<file path="config.mk">
export PLATFORM = sky130hd
export DESIGN_NAME = fpsw_reg
export DESIGN_NICKNAME = d
export VERILOG_FILES = /design/src/rtl/fpsw_pkg.sv /design/src/rtl/fpsw_port_merge.sv /design/src/rtl/fpsw_next.sv /design/src/rtl/fpsw_reg.sv
export SDC_FILE = /design/constraint.sdc
export NUM_CORES = 1
export LEC_CHECK = 0
export BUFFER_PORTS_ARGS = -buffer_cell sky130_fd_sc_hd__buf_2
export CAP_MARGIN = 40
export CORE_MARGIN = 2
export CORE_UTILIZATION = 32
export CTS_CLUSTER_DIAMETER = 120
export DETAILED_ROUTE_END_ITERATION = 8
export PLACE_DENSITY = 0.84
export REMOVE_ABC_BUFFERS = 1
export SLEW_MARGIN = 20
export SYNTH_ARGS = -nofsm -noshare
export SYNTH_HDL_FRONTEND = slang
export SYNTH_SLANG_ARGS = --single-unit
export TNS_END_PERCENT = 50
</file>
<file path="constraint.sdc">
create_clock -name clk -period 1.2 [get_ports clk]
set_clock_uncertainty 0.2 [all_clocks]
set_input_delay 0.12 -clock clk [delete_from_list [all_inputs] [get_ports clk]]
set_output_delay 0.12 -clock clk [all_outputs]
set_load 0.02 [all_outputs]
</file>
<file path="src/rtl/fpsw_pkg.sv">
package fpsw_pkg;
    localparam int FLAG_W = 6;
    localparam int RM_W   = 2;
    localparam int WORD_W = FLAG_W + RM_W;

    // flag bit positions inside the flag field
    localparam int FL_INVALID   = 0;
    localparam int FL_OVERFLOW  = 1;
    localparam int FL_UNDERFLOW = 2;
    localparam int FL_INEXACT   = 3;
    localparam int FL_IN_FLUSH  = 4;
    localparam int FL_OUT_FLUSH = 5;

    typedef enum logic [RM_W-1:0] {
        RM_NEAREST_EVEN = 2'd0,
        RM_TOWARD_ZERO  = 2'd1,
        RM_TOWARD_POS   = 2'd2,
        RM_TOWARD_NEG   = 2'd3
    } rmode_e;

    typedef logic [FLAG_W-1:0] flags_t;

    // packed: rounding mode occupies the upper bits of the word
    typedef struct packed {
        rmode_e rmode;
        flags_t flags;
    } fpsw_t;
endpackage

</file>
<file path="src/rtl/fpsw_port_merge.sv">
module fpsw_port_merge
    import fpsw_pkg::*;
#(
    parameter int NUM_PORTS = 4
) (
    input  logic [NUM_PORTS-1:0]        commit,
    input  logic [NUM_PORTS*FLAG_W-1:0] flags_flat,
    output flags_t                      merged
);
    flags_t gated [NUM_PORTS];

    // gate each port's vector by its own strobe
    for (genvar p = 0; p < NUM_PORTS; p++) begin : g_gate
        assign gated[p] = flags_flat[p*FLAG_W +: FLAG_W] & {FLAG_W{commit[p]}};
    end

    always_comb begin
        merged = '0;
        for (int p = 0; p < NUM_PORTS; p++) begin
            merged = merged | gated[p];
        end
    end
endmodule

</file>
<file path="src/rtl/fpsw_next.sv">
module fpsw_next
    import fpsw_pkg::*;
(
    input  fpsw_t  cur,
    input  logic   wr_en,
    input  fpsw_t  wr_word,
    input  flags_t merged,
    output fpsw_t  nxt
);
    fpsw_t base;

    always_comb begin
        // explicit write replaces the word; op flags land on top of it
        base       = wr_en ? wr_word : cur;
        nxt.rmode  = base.rmode;
        nxt.flags  = base.flags | merged;
    end
endmodule

</file>
<file path="src/rtl/fpsw_reg.sv">
module fpsw_reg
    import fpsw_pkg::*;
#(
    parameter int NUM_PORTS = 4
) (
    input  logic                        clk,
    input  logic                        rst_n,
    input  logic [NUM_PORTS-1:0]        upd_commit,
    input  logic [NUM_PORTS*FLAG_W-1:0] upd_flags,
    input  logic                        sw_wr_en,
    input  logic [WORD_W-1:0]           sw_wr_data,
    output logic [WORD_W-1:0]           status_word,
    output logic [RM_W-1:0]             round_mode,
    output logic [FLAG_W-1:0]           flags
);
    localparam fpsw_t RESET_WORD = '{rmode: RM_NEAREST_EVEN, flags: '0};

    fpsw_t  state_q;
    fpsw_t  state_d;
    flags_t merged;
    fpsw_t  wr_word;

    assign wr_word = fpsw_t'(sw_wr_data);

    fpsw_port_merge #(.NUM_PORTS(NUM_PORTS)) u_merge (
        .commit     (upd_commit),
        .flags_flat (upd_flags),
        .merged     (merged)
    );

    fpsw_next u_next (
        .cur     (state_q),
        .wr_en   (sw_wr_en),
        .wr_word (wr_word),
        .merged  (merged),
        .nxt     (state_d)
    );

    always_ff @(posedge clk or negedge rst_n) begin
        if (!rst_n) begin
            state_q <= RESET_WORD;
        end else begin
            state_q <= state_d;
        end
    end

    assign status_word = state_q;
    assign round_mode  = state_q.rmode;
    assign flags       = state_q.flags;
endmodule

</file>
* After elaboration in Yosys (flattened, before gate mapping) *
Index checks and enable logic that the tools add are counted.
W data, S select, Z words.

word-level totals
  register bits after elaboration = 8
  output and inout port bits = 16
  logic and storage cells = 11

cells by class
  muxes and demuxes = 1
  bitwise operators = 8

operator list
  cell           number
  $and A6 B6 Y6  4
  $or A6 B6 Y6   4
  $mux W6        1

* Depth between registers and ports, before layout *
Gate-level depths: netlist of the first run.

  depth in word-level cells = 5
  mapped depth = 3
  depth with buffers taken out = 2

* By module *
Synthesis of the first run repeated with hierarchy kept, for this count alone.

unflattened totals
  cells, all modules = 49
  area, all modules = 506.7 um^2

modules (own cells, without submodules)
  module           times used  cells an instance  area an instance (um^2)  seq. area each (um^2)
  fpsw_reg         1           16                 260.2                    200.2
  fpsw_next        1           15                 133.9                    0.0
  fpsw_port_merge  1           18                 112.6                    0.0

* Worst setup path after synthesis of the first run *
No wires, ideal clock.

  kind = reg-to-reg
  start point = register round_mode[0] (netlist name)
  end point = register state_q, in the netlist round_mode[0]
  library setup time = 125 ps
  arrival = 723 ps
  required time = 875 ps
  setup slack = 152 ps
  cell stages (with the launch flop) = 2
  path buffers = 0
  clock period less this slack = 1048 ps
  path through = dfrtp_1 > mux2_4

RTL lines
  element                 RTL line        text
  end signal: assignment  fpsw_reg.sv:43  state_q <= state_d;
  end: declaration        fpsw_reg.sv:18  fpsw_t state_q;

==> summary.md, run 1 <==
| Metric | Value |
|---|---|
| Routed vias | ~690 |
| GR Overflow Total | 0 |
| Drt via density | roughly 5 |
| Crit path required time | approximately 1.1 ns |
| Seq/Total Area, Yosys | about two fifths |
| RePlAce Congestion | 0.8080 |
| M2 GR Usage | roughly two fifths |
| Postcts setup bufs | 0 |
| Clock share of power | 24.1% |
| CP Max Fanout | 6 |
| Initial antenna violation count | 0 |
| Gate power share | about two fifths |
| Fin cells | ~140 |
| Root Buffer | clkbuf_4 |
| DRT antenna net count | 0 |
| Synth Register Bits | 8 |
| Hold path start | upd_commit[1] |
| Largest net degree at the start of global routing | 9 |
| Final worst-path cycle share | a little over nine tenths |
| IO Pins | between 50 and 60 |
| Clock-pin slew on the worst setup and hold paths | around 0.05 ns |
| DRC violations left | 0 |
| Final net count | 167 |
| Leak pwr | approximately 0.53 nW |
| Vias in the first global route | 726 |
| First-pass GRT wire length | ~3 mm |
| PD cells | 741.6 mW/mm2 |
| Fillers | 97 |
| Syn_area_per_cell | ~11 um2 |
| Critical path, cell by cell | dlygate4sd3_1, buf_2, a22oi_1, nand3_1 |
| Clock sink total | 8 |
| CTS tree | built |
| Post-synth top area cell | dfrtp_1 |
| Fraction of layout cells with a size suffix above 1 | ~52% |
| Die Y | 42.80 um |
| FP Rows | 14 |
| Mapped Cells | 43 |
| Sw Ratio | between 20% and 30% |
| Crit Reg-Reg Endpoint | round_mode[1] |
| Number of max-cap violations | 0 |
| Share of the synthesized area in the top cell type | 41.56% |
| Critical path capture point type | flop |
| Post-synth design cell area | approximately 480 um2 |
| Main area contributors after synthesis | dfrtp_1, a22oi_1, mux2i_1 |
| CP Launch Type | input pin |
| Drt total wl | between 1.5 and 2 mm |
| P&R area growth vs syn | 129.1% |
| Final setup fails | 0 |
| Int Power | slightly below 600 uW |
| R2r setup slk | around 0.21 ns |
| Hold EP | flags[4] |
| Post-Place Cells | 104 |
| Buf/Inv on CP | 2 |
| DRT Pass-1 Iters | 4 |
| Grt met1 use | 24.27% |
| Relative slew slack | around 85% |
| Total Power | just over 800 uW |
| Total number of H-tree levels | 1 |
| Worst min path class | in2reg |
| Commonest non-fill, non-tap cell in the layout | buf_2 |
| Ant. Diodes | 0 |
| Commonest cells after routing, fill and taps aside | buf_2, dlygate4sd3_1, dfrtp_1 |
| CP max-delay cell | dlygate4sd3_1 |
| Port Buffers | 54 |
| Die area | about 0.0018 mm2 |
| Drt wl/cell | around 13 um |
| Hold Vio Cnt, Final | 0 |
| Sequential Power Share | ~37% |
| Register area | roughly 200 um2 |
| Sw power | 234.4 uW |
| Clock tree buffer depth | 2 |
| Hold WS | between 0.01 and 0.015 ns |
| WP data arrival | ~1.1 ns |
| Final Max Slew Viols | 0 |
| GRT Overall Usage | between 20% and 30% |
| Unrepaired setup endpoints after global routing | yes |
| Initial core utilization | about a third |
| Hold Path Stages | 3 |
| Number of synthesis warnings | 0 |
| Final core occ | ~76% |
| Busiest layer in global routing | met2 |
| Die Width | between 40 and 50 um |
| Critical path's top delay family | buffers and inverters |
| Max Freq | about 0.86 GHz |
| Grt met3 use | just over 5% |
| Multi-input gate area in the final layout | 240.2 um2 |
| RR Startpoint | round_mode[1] |
| Worst stage delay on the critical path | ~0.53 ns |
| Max IR drop VDD | roughly 0.6 mV |
| Worst-skew pair later-pin latency | between 0.2 and 0.3 ns |
| Total CTS buffers | 3 |
| Status | finished, final reports clean |
| Worst setup path category | in2reg |
| FF-to-FF path depth | 1 |
| Min Tclk post-route | roughly 1.2 ns |
| Drt first-iter violations | 8 |
| Core Region | between 0.001 and 0.0015 mm2 |
| Distinct cells, synth | 7 |
| Worst-Margin Slew | ~0.22 ns |
-- through the flow --
stage	area (um2)	setup TNS, ns	setup WS (ns)
after detailed placement	700.7	0	0.1968
after global routing	1104	-0.04140	-0.01758
after global placement	700.7	0	0.2100
final	1104	0	0.03319
after CTS	1074	0	0.03877
after floorplan	410.4	0	0.05854
-- cells in the mapped netlist --
cell type / n
a22oi_1: 12
buf_4: 8
buf_6: 1
dfrtp_1: 8
mux2_4: 2
mux2i_1: 6
nand3_1: 6
-- cell families after synthesis --
group | share of synthesized area [%]
compound gates | 18.70
buf+inv | 14.81
flops | 41.56
mux | 18.70
simple gates | 6.234
-- tightest hold or removal path, cell delays in order --
cell	delay, ns
buf_2	0.15
a22oi_2	0.07
nand3_1	0.08
-- power groups by stage --
stage	clock, mW	sequential [mW]	combinational [mW]
floorplan	0	0.347	0.0494
global placement	0	0.302	0.214
detailed placement	0	0.304	0.216
CTS	0.208	0.299	0.304
global route	0.225	0.302	0.348
finish	0.197	0.300	0.321
-- sequential cells by signal (all words and copies together) (netlist names) --
name        flops
flags           6
round_mode      2
-- how the worst max path moves through the flow --
stage	start	end	slack [ns]	depth (start not counted)
final	upd_commit[2]	flags[5]	0.03	4
after CTS	upd_commit[2]	flags[4]	0.04	4
after global placement	sw_wr_en	flags[5]	0.21	3
after detailed placement	sw_wr_en	flags[4]	0.20	3
after global routing	upd_commit[2]	flags[3]	-0.02	4
after floorplan	round_mode[0]	round_mode[0]	0.06	1
-- routing by layer --
layer / part of all wire (%) / vias to the layer above
li1: - / 325
met1: 38 / 308
met2: 49 / 53
met3: 11 / 6
met4: 2.4 / 0
met5: 0 / -
-- final cells by class --
type	instances	area share [%]
clock buffer	3	2.041
multi-input combinational	26	21.77
sequential	8	18.14
tap	16	1.814
timing repair buffer	89	56.24
-- repair_timing --
action,in CTS,in global routing
endpoints found under the hold margin,16,0
hold buffers,35,0
setup endpoints to repair,0,5
resized for setup,0,6
Note: power is estimated with default switching activity, not from simulation.
==> run 2: changes to the inputs <==
CORE_UTILIZATION = 34   (was 32)
PLACE_DENSITY = 0.88   (was 0.84)
SKIP_CTS_REPAIR_TIMING = 1   (was default)
clock period = 1.5 ns   (was 1.2 ns; I/O delays follow)
==> run 2 against run 1 <==
The run now ends with hold timing left; setup slack improved by 0.23 ns; global-route usage decreased by 3.8 points; cell area decreased by 7.4%; cell count decreased by 4.2%; first-iteration DRC count increased by 140%; total power decreased by 23%; register-to-register slack improved by 0.28 ns; sequential share of layout area increased by 1.4 points; clock-buffer cell count unchanged; sequential power decreased by 20%; flip-flop and latch count unchanged; critical path type unchanged.
==> summary.md, run 2 (synthesis gave the netlist of run 1 again) <==
| Metric | Value |
|---|---|
| Hold path start | upd_flags[22] |
| Max reg flops | 6 (unchanged) |
| Routed vias | 695 (+0.43%) |
| Clock-pin slew on the worst setup and hold paths | 0.05 ns (about the same) |
| CTS tree | built |
| WP data arrival | 1.16 ns (+0.07 ns) |
| Pre-CTS setup slack | 0.4124 ns (+0.2156 ns) |
| First-pass GRT wire length | 2.415 mm (-22%) |
| Drt via density | 5.110 (+4.9%) |
| Drt total wl | 2.001 mm (+8.8%) |
| GRT Overall Usage | 18.66% (-3.8 points) |
| Final core occ | 77.59% (+1.7 points) |
| Sequential Power Share | 37.8% (+1.1 points) |
| Final net count | 162 (-3.0%) |
| Initial antenna violation count | 0 (unchanged) |
| Crit Reg-Reg Endpoint | flags[5] |
| Final Max Slew Viols | 0 (unchanged) |
| CP Launch Point | upd_flags[10] |
| Hold Vio Cnt, Final | 2 (+2) |
| CP Launch Type | input pin |
| Post-DP HPWL | ~1.2 mm |
| Min Tclk post-route | approximately 1.2 ns |
| Sw Ratio | 28.34% (-0.30 points) |
| Total CTS buffers | 3 (unchanged) |
| FF-to-FF path depth | 2 (+1) |
| CP max-delay cell | dlygate4sd3_1 |
| DRC violations left | 0 (unchanged) |
| Post-Place Cells | 103 (-0.96%) |
| Core Region | 0.001318 mm2 (-9.4%) |
| Max Freq | ~0.81 GHz |
| Die Width | 41.64 um (-2.7%) |
| Fin cells | 136 (-4.2%) |
| Clock sink total | 8 (unchanged) |
| PD cells | 619.7 mW/mm2 (-16%) |
| CP Max Fanout | 1 (-5) |
| Clock share of power | 24.5% (+0.4 points) |
| Drt wl/cell | 14.71 um (+14%) |
| Ant. Diodes | 0 (unchanged) |
| RePlAce Congestion | 0.7848 (-2.9%) |
| Commonest non-fill, non-tap cell in the layout | buf_2 |
| Relative slew slack | 81.83% (-3.2 points) |
| DRT antenna net count | 0 (unchanged) |
| Number of max-cap violations | 0 (unchanged) |
| Largest net degree at the start of global routing | 9 (unchanged) |
| Status | finished, violations left |
| Critical path capture point type | flop |
| FP Rows | 13 (-1) |
| Max IR drop VDD | 0.3141 mV (-48%) |
| DRT Pass-1 Iters | 4 (unchanged) |
| RR Startpoint | flags[5] |
| Worst stage delay on the critical path | 0.53 ns (about the same) |
| Leak pwr | 0.5041 nW (-4.3%) |
| Commonest cells after routing, fill and taps aside | buf_2, dlygate4sd3_1, a22oi_1 |
| Final TNS setup | 0 ns (unchanged) |
| Drt first-iter violations | 19 (+11) |
| P&R area growth vs syn | 112.2% |
| Critical path, cell by cell | dlygate4sd3_1, buf_2, a22oi_1, nand3_1 |
| Placed inst area | 699.4 um2 (-0.18%) |
| Die area | 0.001734 mm2 (-5.3%) |
| R2r setup slk | 0.49 ns (+0.28 ns) |
| Failing checks | hold timing |
| Total Power | 633.4 uW (-23%) |
| Root Buffer | clkbuf_4 |
| Worst-Margin Slew | 0.2725 ns (+0.04796 ns) |
| Clock tree buffer depth | 2 (unchanged) |
| Area of all placed cells without fillers | 0.001022 mm2 (-7.4%) |
| Crit path required time | 1.42 ns (+0.29 ns) |
| Worst min path class | in2reg |
| Hold WS | -0.02250 ns (-0.03319 ns) |
| GR Overflow Total | 0 (unchanged) |
| Fillers | 83 (-14%) |
| Final worst setup slack | 0.2601 ns (+0.2269 ns) |
| Gate power share | 37.7% (-1.5 points) |
| Unrepaired setup endpoints after global routing | no |
| Port Buffers | 54 (unchanged) |
| Fraction of layout cells with a size suffix above 1 | 48.76% (-2.8 points) |
| Die Y | 41.64 um (-2.7%) |
| Total number of H-tree levels | 1 (unchanged) |
| Final setup fails | 0 (unchanged) |
| Final worst-path cycle share | between 80% and 90% |
| Worst-skew pair later-pin latency | 0.24 ns (about the same) |
| Vias in the first global route | 542 (-25%) |
| Worst setup path category | in2reg |
| IO Pins | 55 (unchanged) |
| Critical Path Sink | flags[4] |
| Int Power | 453.9 uW (-22%) |
| Initial core utilization | 36.56% (+3.4 points) |
| Sw power | 179.5 uW (-23%) |
[run 2: changes by cell type in the layout (fill, tap and decap cells not counted), sizes merged]
| cell | previous run | this run |
|---|---|---|
| dlygate4sd3 | 35 | 30 |
[run 2: area by class of cell]
type                    count  area, um2  share of cell area [%]
repair buffers             84      570.5                   55.81
multi-input cells          26      210.2                   20.56
flip-flops and latches      8      200.2                   19.58
clock buffers               3      22.52                   2.203
well taps                  15      18.77                   1.836
[run 2: how the worst min path moves through the flow]
stage / end / cells after the start / slack (ns)
final: flags[4] / 3 / -0.02
after floorplan: flags[0] / 0 / -0.35
after global placement: flags[3] / 1 / -0.21
after detailed placement: round_mode[1] / 1 / -0.20
after global routing: flags[5] / 3 / -0.001
after CTS: round_mode[1] / 1 / -0.47
[run 2: critical path, delay by kind of cell]
kind | cells | cell delay, ns
buffers and inverters | 2 | 0.65
AO/OA/AOI/OAI | 1 | 0.24
AND/OR/NAND/NOR | 1 | 0.11
[run 2: metal layers]
layer | up-vias | global-route usage [%] | share of wire (%)
li1 | 317 | - | -
met1 | 310 | 25.20 | 40
met2 | 62 | 25.94 | 48
met3 | 6 | 5.652 | 11
met4 | 0 | 10.97 | 1.4
met5 | - | 0 | 0
[run 2: power by group through the flow]
stage | registers (mW) | clock network (mW) | logic [mW]
floorplan | 0.278 | 0 | 0.0395
global placement | 0.241 | 0 | 0.171
detailed placement | 0.243 | 0 | 0.174
CTS | 0.240 | 0.161 | 0.174
global route | 0.241 | 0.184 | 0.258
finish | 0.239 | 0.155 | 0.239
